### config.mk
export PLATFORM = sky130hd
export DESIGN_NAME = psram_seq
export DESIGN_NICKNAME = d
export VERILOG_FILES = /design/src/rtl/psram_seq_pkg.sv /design/src/rtl/psram_seq_arb.sv /design/src/rtl/psram_seq_fsm.sv /design/src/rtl/psram_seq_pins.sv /design/src/rtl/psram_seq.sv
export SDC_FILE = /design/constraint.sdc
export NUM_CORES = 1
export LEC_CHECK = 0
export ABC_CLOCK_PERIOD_IN_PS = 1400
export BUFFER_PORTS_ARGS = -buffer_cell sky130_fd_sc_hd__buf_2
export CORE_ASPECT_RATIO = 0.75
export CORE_UTILIZATION = 42
export DETAILED_ROUTE_END_ITERATION = 10
export PLACE_DENSITY = 0.75
export SLEW_MARGIN = 0
export SYNTH_ARGS = -nofsm -noshare
export SYNTH_HDL_FRONTEND = slang
export SYNTH_SLANG_ARGS = --single-unit
export TNS_END_PERCENT = 1
### constraint.sdc
create_clock -name clk -period 1.4 [get_ports clk]
set_input_delay 0.28 -clock clk [delete_from_list [all_inputs] [get_ports clk]]
set_output_delay 0.28 -clock clk [all_outputs]
set_load 0.005 [all_outputs]
### src/rtl/psram_seq_pkg.sv
package psram_seq_pkg;

  typedef enum logic [1:0] {
    OP_READ     = 2'd0,
    OP_WRITE    = 2'd1,
    OP_RMW      = 2'd2,
    OP_READ_ALT = 2'd3
  } op_e;

  typedef enum logic [2:0] {
    PH_IDLE,
    PH_READ,
    PH_WRITE,
    PH_WREC,
    PH_PRE,
    PH_REF
  } phase_e;

  // nanoseconds to whole clock cycles, rounded up
  function automatic int ns_to_cyc(input int ns, input int clk_ps);
    return (ns * 1000 + clk_ps - 1) / clk_ps;
  endfunction

  function automatic int imax(input int a, input int b);
    return (a > b) ? a : b;
  endfunction

endpackage

### src/rtl/psram_seq_arb.sv
module psram_seq_arb (
  input  logic idle,
  input  logic req_valid,
  input  logic ref_req,
  output logic req_ready,
  output logic take_host,
  output logic take_ref
);
  // refresh wins whenever both are present in an idle cycle
  always_comb begin
    take_ref  = idle & ref_req;
    req_ready = idle & ~ref_req;
    take_host = req_ready & req_valid;
  end
endmodule

### src/rtl/psram_seq_fsm.sv
module psram_seq_fsm
  import psram_seq_pkg::*;
#(
  parameter int ADDR_W  = 19,
  parameter int DATA_W  = 8,
  parameter int RD_CYC  = 4,
  parameter int WE_CYC  = 4,
  parameter int PRE_CYC = 4,
  parameter int CNT_W   = 3
) (
  input  logic              clk,
  input  logic              rst_n,
  input  logic              take_host,
  input  logic              take_ref,
  input  logic              ref_req,
  input  logic [1:0]        req_op,
  input  logic [ADDR_W-1:0] req_addr,
  input  logic [DATA_W-1:0] req_wdata,
  output phase_e            phase,
  output logic [CNT_W-1:0]  cnt,
  output logic [ADDR_W-1:0] addr_q,
  output logic [DATA_W-1:0] wdata_q
);
  phase_e            ph_q, ph_d;
  logic [CNT_W-1:0]  cnt_q, cnt_d;
  logic              rmw_q;

  always_comb begin
    ph_d  = ph_q;
    cnt_d = cnt_q;
    case (ph_q)
      PH_IDLE: begin
        if (take_ref) begin
          ph_d = PH_REF;
        end else if (take_host) begin
          cnt_d = '0;
          ph_d  = (req_op == OP_WRITE) ? PH_WRITE : PH_READ;
        end
      end
      PH_READ: begin
        if (cnt_q == CNT_W'(RD_CYC - 1)) begin
          cnt_d = '0;
          ph_d  = rmw_q ? PH_WRITE : PH_PRE;
        end else begin
          cnt_d = cnt_q + 1'b1;
        end
      end
      PH_WRITE: begin
        if (cnt_q == CNT_W'(WE_CYC - 1)) begin
          cnt_d = '0;
          ph_d  = PH_WREC;
        end else begin
          cnt_d = cnt_q + 1'b1;
        end
      end
      PH_WREC: begin
        cnt_d = '0;
        ph_d  = PH_PRE;
      end
      PH_PRE: begin
        if (cnt_q == CNT_W'(PRE_CYC - 1)) begin
          cnt_d = '0;
          ph_d  = PH_IDLE;
        end else begin
          cnt_d = cnt_q + 1'b1;
        end
      end
      PH_REF: begin
        if (!ref_req) ph_d = PH_IDLE;
      end
      default: ph_d = PH_IDLE;
    endcase
  end

  always_ff @(posedge clk or negedge rst_n) begin
    if (!rst_n) begin
      ph_q  <= PH_IDLE;
      cnt_q <= '0;
    end else begin
      ph_q  <= ph_d;
      cnt_q <= cnt_d;
    end
  end

  // request fields held for the whole access and its precharge
  always_ff @(posedge clk or negedge rst_n) begin
    if (!rst_n) begin
      addr_q  <= '0;
      wdata_q <= '0;
      rmw_q   <= 1'b0;
    end else if (take_host) begin
      addr_q  <= req_addr;
      wdata_q <= req_wdata;
      rmw_q   <= (req_op == OP_RMW);
    end
  end

  assign phase = ph_q;
  assign cnt   = cnt_q;
endmodule

### src/rtl/psram_seq_pins.sv
module psram_seq_pins
  import psram_seq_pkg::*;
#(
  parameter int DATA_W   = 8,
  parameter int RD_CYC   = 4,
  parameter int TOFF_CYC = 2,
  parameter int CNT_W    = 3
) (
  input  logic              clk,
  input  logic              rst_n,
  input  phase_e            phase,
  input  logic [CNT_W-1:0]  cnt,
  input  logic [DATA_W-1:0] mem_dq_i,
  output logic              mem_ce_n,
  output logic              mem_oe_n,
  output logic              mem_we_n,
  output logic              mem_dq_oe,
  output logic              ref_gnt,
  output logic              rsp_valid,
  output logic [DATA_W-1:0] rsp_rdata
);
  logic              cap;
  logic              rv_q;
  logic [DATA_W-1:0] rd_q;

  always_comb begin
    mem_ce_n  = 1'b1;
    mem_oe_n  = 1'b1;
    mem_we_n  = 1'b1;
    mem_dq_oe = 1'b0;
    case (phase)
      PH_READ: begin
        mem_ce_n = 1'b0;
        mem_oe_n = 1'b0;
      end
      PH_WRITE: begin
        mem_ce_n  = 1'b0;
        mem_we_n  = 1'b0;
        mem_dq_oe = (cnt >= CNT_W'(TOFF_CYC));
      end
      PH_WREC: begin
        mem_ce_n  = 1'b0;
        mem_dq_oe = 1'b1;
      end
      default: ;
    endcase
  end

  assign cap     = (phase == PH_READ) && (cnt == CNT_W'(RD_CYC - 1));
  assign ref_gnt = (phase == PH_REF);

  always_ff @(posedge clk or negedge rst_n) begin
    if (!rst_n) rv_q <= 1'b0;
    else        rv_q <= cap;
  end

  always_ff @(posedge clk or negedge rst_n) begin
    if (!rst_n)   rd_q <= '0;
    else if (cap) rd_q <= mem_dq_i;
  end

  assign rsp_valid = rv_q;
  assign rsp_rdata = rd_q;
endmodule

### src/rtl/psram_seq.sv
module psram_seq
  import psram_seq_pkg::*;
#(
  parameter int ADDR_W     = 19,
  parameter int DATA_W     = 8,
  parameter int CLK_PS     = 20000,
  parameter int T_ACC_NS   = 80,
  parameter int T_OEACC_NS = 30,
  parameter int T_PRE_NS   = 70,
  parameter int T_CYC_NS   = 160,
  parameter int T_RMW_NS   = 220,
  parameter int T_OVL_NS   = 80,
  parameter int T_WP_NS    = 25,
  parameter int T_TOFF_NS  = 25,
  parameter int T_DS_NS    = 20
) (
  input  logic              clk,
  input  logic              rst_n,
  input  logic              req_valid,
  output logic              req_ready,
  input  logic [1:0]        req_op,
  input  logic [ADDR_W-1:0] req_addr,
  input  logic [DATA_W-1:0] req_wdata,
  output logic              rsp_valid,
  output logic [DATA_W-1:0] rsp_rdata,
  input  logic              ref_req,
  output logic              ref_gnt,
  output logic [ADDR_W-1:0] mem_addr,
  output logic              mem_ce_n,
  output logic              mem_oe_n,
  output logic              mem_we_n,
  output logic              mem_dq_oe,
  output logic [DATA_W-1:0] mem_dq_o,
  input  logic [DATA_W-1:0] mem_dq_i
);
  localparam int RD_CYC   = imax(ns_to_cyc(T_ACC_NS, CLK_PS), ns_to_cyc(T_OEACC_NS, CLK_PS));
  localparam int TOFF_CYC = ns_to_cyc(T_TOFF_NS, CLK_PS);
  localparam int WE_CYC   = imax(ns_to_cyc(T_OVL_NS, CLK_PS),
                                 imax(ns_to_cyc(T_WP_NS, CLK_PS), TOFF_CYC + ns_to_cyc(T_DS_NS, CLK_PS)));
  localparam int CYC_MIN  = ns_to_cyc(T_CYC_NS, CLK_PS);
  localparam int PRE_CYC  = imax(ns_to_cyc(T_PRE_NS, CLK_PS),
                                 imax(CYC_MIN - RD_CYC,
                                      imax(CYC_MIN - WE_CYC - 1,
                                           ns_to_cyc(T_RMW_NS, CLK_PS) - RD_CYC - WE_CYC - 1)));
  localparam int CNT_W    = $clog2(imax(RD_CYC, imax(WE_CYC, PRE_CYC)) + 1);

  phase_e            phase;
  logic [CNT_W-1:0]  cnt;
  logic [DATA_W-1:0] wdata_q;
  logic              take_host;
  logic              take_ref;

  psram_seq_arb u_arb (
    .idle      (phase == PH_IDLE),
    .req_valid (req_valid),
    .ref_req   (ref_req),
    .req_ready (req_ready),
    .take_host (take_host),
    .take_ref  (take_ref)
  );

  psram_seq_fsm #(
    .ADDR_W (ADDR_W), .DATA_W (DATA_W), .RD_CYC (RD_CYC),
    .WE_CYC (WE_CYC), .PRE_CYC (PRE_CYC), .CNT_W (CNT_W)
  ) u_fsm (
    .clk       (clk),
    .rst_n     (rst_n),
    .take_host (take_host),
    .take_ref  (take_ref),
    .ref_req   (ref_req),
    .req_op    (req_op),
    .req_addr  (req_addr),
    .req_wdata (req_wdata),
    .phase     (phase),
    .cnt       (cnt),
    .addr_q    (mem_addr),
    .wdata_q   (wdata_q)
  );

  psram_seq_pins #(
    .DATA_W (DATA_W), .RD_CYC (RD_CYC), .TOFF_CYC (TOFF_CYC), .CNT_W (CNT_W)
  ) u_pins (
    .clk       (clk),
    .rst_n     (rst_n),
    .phase     (phase),
    .cnt       (cnt),
    .mem_dq_i  (mem_dq_i),
    .mem_ce_n  (mem_ce_n),
    .mem_oe_n  (mem_oe_n),
    .mem_we_n  (mem_we_n),
    .mem_dq_oe (mem_dq_oe),
    .ref_gnt   (ref_gnt),
    .rsp_valid (rsp_valid),
    .rsp_rdata (rsp_rdata)
  );

  assign mem_dq_o = wdata_q;
endmodule

==> impl_metrics.toml <==
[critical_path]
cp-end-kind = "output pin"
critPathLaunch = "u_fsm.phase[1]"
critPathMaxFanout = 4
r2r_slack_ns = -0.20
cp_slowest_cell = "dfrtp_2"
crit_arrival_ns = 1.38
path_class = "reg2out"
cpPeakStageDelay_ns = 0.46
r2r-end = "u_fsm.wdata_q[2]"
timing.rr.start = "u_fsm.phase[2]"
worstPathCellList = "clkinvlp_4, or3_4, buf_6"
start_kind = "register"
cp.required_ns = 1.12
rr_worst_depth = 5

[final_layout]
num_antenna_cells = 0
fin_area_mm2 = 0.00280
nets = 287
n_fill_cell = 324
fin_cells = 301
drive_above_1_share_pct = 74.4
syn_to_final_growth_pct = 49.1

[logic_synthesis]
ys_async_sr_fraction_pct = 100
synth_mux_area_share_pct = 24.4
synth_fp_nets = 171
synth_flop_cell = "dfrtp_1"
synth-compound-area-share_pct = 6.68
yosysWarnings = 0
synth-seq-cells = 43
syn_area_mm2 = 0.00187
synth_top_family_by_area = "multiplexers"
avgSynthCellArea_um2 = 14.5
synthCells = 129
synth_top_area_cell = "dfrtp_1"
yosysMostFrequentCell = "dfrtp_1"
yosys-top-cells-area = "dfrtp_1 57%, mux2_2 17%, mux2_4 6.4%"
synth_fa_ha_area_share_pct = 0.668
synthSimpleGateAreaFrac_pct = 5.94
synthXorXnorAreaFrac_pct = 0.467
synth_seq_area_share_pct = 57.4
synthTopCellsByCount = "43 x dfrtp_1, 29 x mux2_2, 8 x mux2_4"
synth.top_cell.area_share_pct = 57.4
yosysUniqueCellTypes = 33
synth_edf_count = 0

[power_and_ir_drop]
p_total_mw = 6.05
pwr-share-comb_pct = 50.3
p_per_area_mw_per_mm2 = 2160
p_sw_mw = 1.96
switching_share_pct = 32.4
p_int_mw = 4.09
clockPowerShare_pct = 13.7
p_seq_share_pct = 36.1
p_leak_nw = 1.40
vdd.ir_drop.worst_v = 0.00108

[detailed_routing]
drt_wl_total_mm = 4.46
viasPerCell = 5.03
first_iter_violations = 63
remaining_drc_errors = 0
dr.pass1.iters = 4
ant_nets = 0
wl_per_cell_um = 14.8
num_vias = 1514

[worst_hold_path]
hold_start = "req_addr[14]"
whs_path_depth = 2
whs_endpoint = "u_fsm.addr_q[14]"
hp-class = "in2reg"

[clock_network]
htreeDepth = 2
cts.sinks = 43
clkTransAtPathRegs_ns = 0.08
cts_buffers = 5
clock_path_buffers = 2
cts_tree = "built"
cts_root_buffer = "clkbuf_8"
insertion_delay_ns = 0.30

[timing]
max_freq_mhz = 603
rsz0062_at_grt = "yes"
period_minus_slack_ns = 1.66
max_slew_margin_pct = 72.2
finalCritPeriodShare_pct = 118
tightest_slew_ns = 0.417
report.final.setup_viol = 46
slew_viol_final = 0
final.setup.worst_slack_ns = -0.258
finalHoldViolCount = 0
skew_ns = 0.00729
hold_ws_ns = 0.209

[placement]
globalplace.congestion = 0.860
dpl.hpwl_mm = 2.95
post-place-ws_ns = -0.113
io_buffers = 82
placed_cells = 282
dpl_cell_area_mm2 = 0.00249

[global_route]
grt.total_usage_pct = 19.2
antenna_found_initial = 0
grt_pass1_wl_mm = 6.74
gr-total-overflow = 0
grt_pass1_vias = 1516
grt_max_degree = 27

[outcome]
status = "finished, violations left"
violations = "setup timing"

[die]
die_width_um = 79.1
start_util_pct = 45.1
rows = 20
coreArea_mm2 = 0.00415
die_h_um = 59.9
ios = 83
die_area_mm2 = 0.00474

[job]
cap_violations = 0
## per-stage QoR
step	utilization, %	TNS, ns
2_1_floorplan	-	-1.12
3_3_place_gp	59.8	-2.02
3_5_place_dp	59.8	-2.84
4_1_cts	65.4	-5.49
5_1_grt	67.3	-8.24
6_report	67.3	-6.66
## cells in the final DEF, fill, tap and decap left out, drive strengths merged
cell         netlist  routed
or3                1       1
nand2b             1       1
nor4               2       2
dlygate4sd3        0       1
o21a               1       1
clkinvlp           0       2
nor3b              1       1
a311o              1       1
ha                 1       1
mux2i              1       1
mux2              37      37
nand2              6       6
clkbuf             1       6
a31o               1       1
buf                6     115
o21ai              3       3
o31ai              1       1
o31a               1       1
a2111oi            1       1
nor2               3       3
and3               1       1
dfrtp             43      43
xnor2              1       1
a211oi             2       2
inv                5       4
a311oi             1       1
nor2b              1       1
a21oi              4       4
clkinv             0       1
nor3               2       2
## per-layer routing
metal	global-route usage (%)	up-vias	part of all wire, %
li1	-	697	-
met1	23.7	735	44
met2	32.9	74	47
met3	5.65	8	7.5
met4	5.71	0	1.2
met5	0	-	0
## critical path, delay by kind of cell, from the launching register on
| family | cells | cell delay, ns |
|---|---|---|
| DFF | 1 | 0.46 |
| and+or+nand+nor | 1 | 0.34 |
| buffers and inverters | 2 | 0.27 |
## sequential cells by signal, summed over array words and instances, names as in the netlist
register / flops
u_fsm.cnt: 3
u_pins.rsp_valid: 1
u_fsm.rmw_q: 1
u_fsm.phase: 3
u_pins.rsp_rdata: 8
u_fsm.wdata_q: 8
u_fsm.addr_q: 19
## what timing repair did
item	4_1_cts	5_1_grt
gates resized for setup	19	13
hold buffers	1	0
buffers inserted	7	3
hold endpoints to repair	17	0
setup endpoints to repair	47	48
pin swaps	10	3
## cell families after synthesis
logic type               after synthesis
multiplexers                          38
AO/OA/AOI/OAI                         16
buffers and inverters                 12
flip-flops                            43
XOR/XNOR                               1
AND/OR/NAND/NOR                       18
adder cells (fa/ha/maj)                1
## worst max path at each step
stage | slack, ns | cells after the start | end
floorplan | -0.11 | 6 | u_fsm.addr_q[17]
global placement | -0.12 | 5 | u_pins.rsp_rdata[3]
detailed placement | -0.11 | 4 | u_fsm.phase[1]
CTS | -0.23 | 3 | mem_we_n
global route | -0.31 | 4 | mem_dq_oe
finish | -0.26 | 3 | mem_we_n
## power groups by stage
stage                     combinational (mW)  sequential (mW)  clock, mW
after floorplan                         1.35             2.20          0
after global routing                    3.28             2.25      0.919
after detailed placement                2.49             2.22          0
after global placement                  2.45             2.18          0
after CTS                               2.81             2.17      0.855
final                                   3.04             2.18      0.826
## final cells by class
cell class | count | area (um2) | area share, %
inverter | 5 | 22.5 | 0.806
multi-input combinational | 74 | 792 | 28.3
tap | 55 | 68.8 | 2.46
clock buffer | 6 | 82.6 | 2.95
timing repair buffer | 116 | 733 | 26.2
sequential | 43 | 1080 | 38.6
clock inverter | 2 | 16.3 | 0.582
Power figures use the tool's default switching activity.
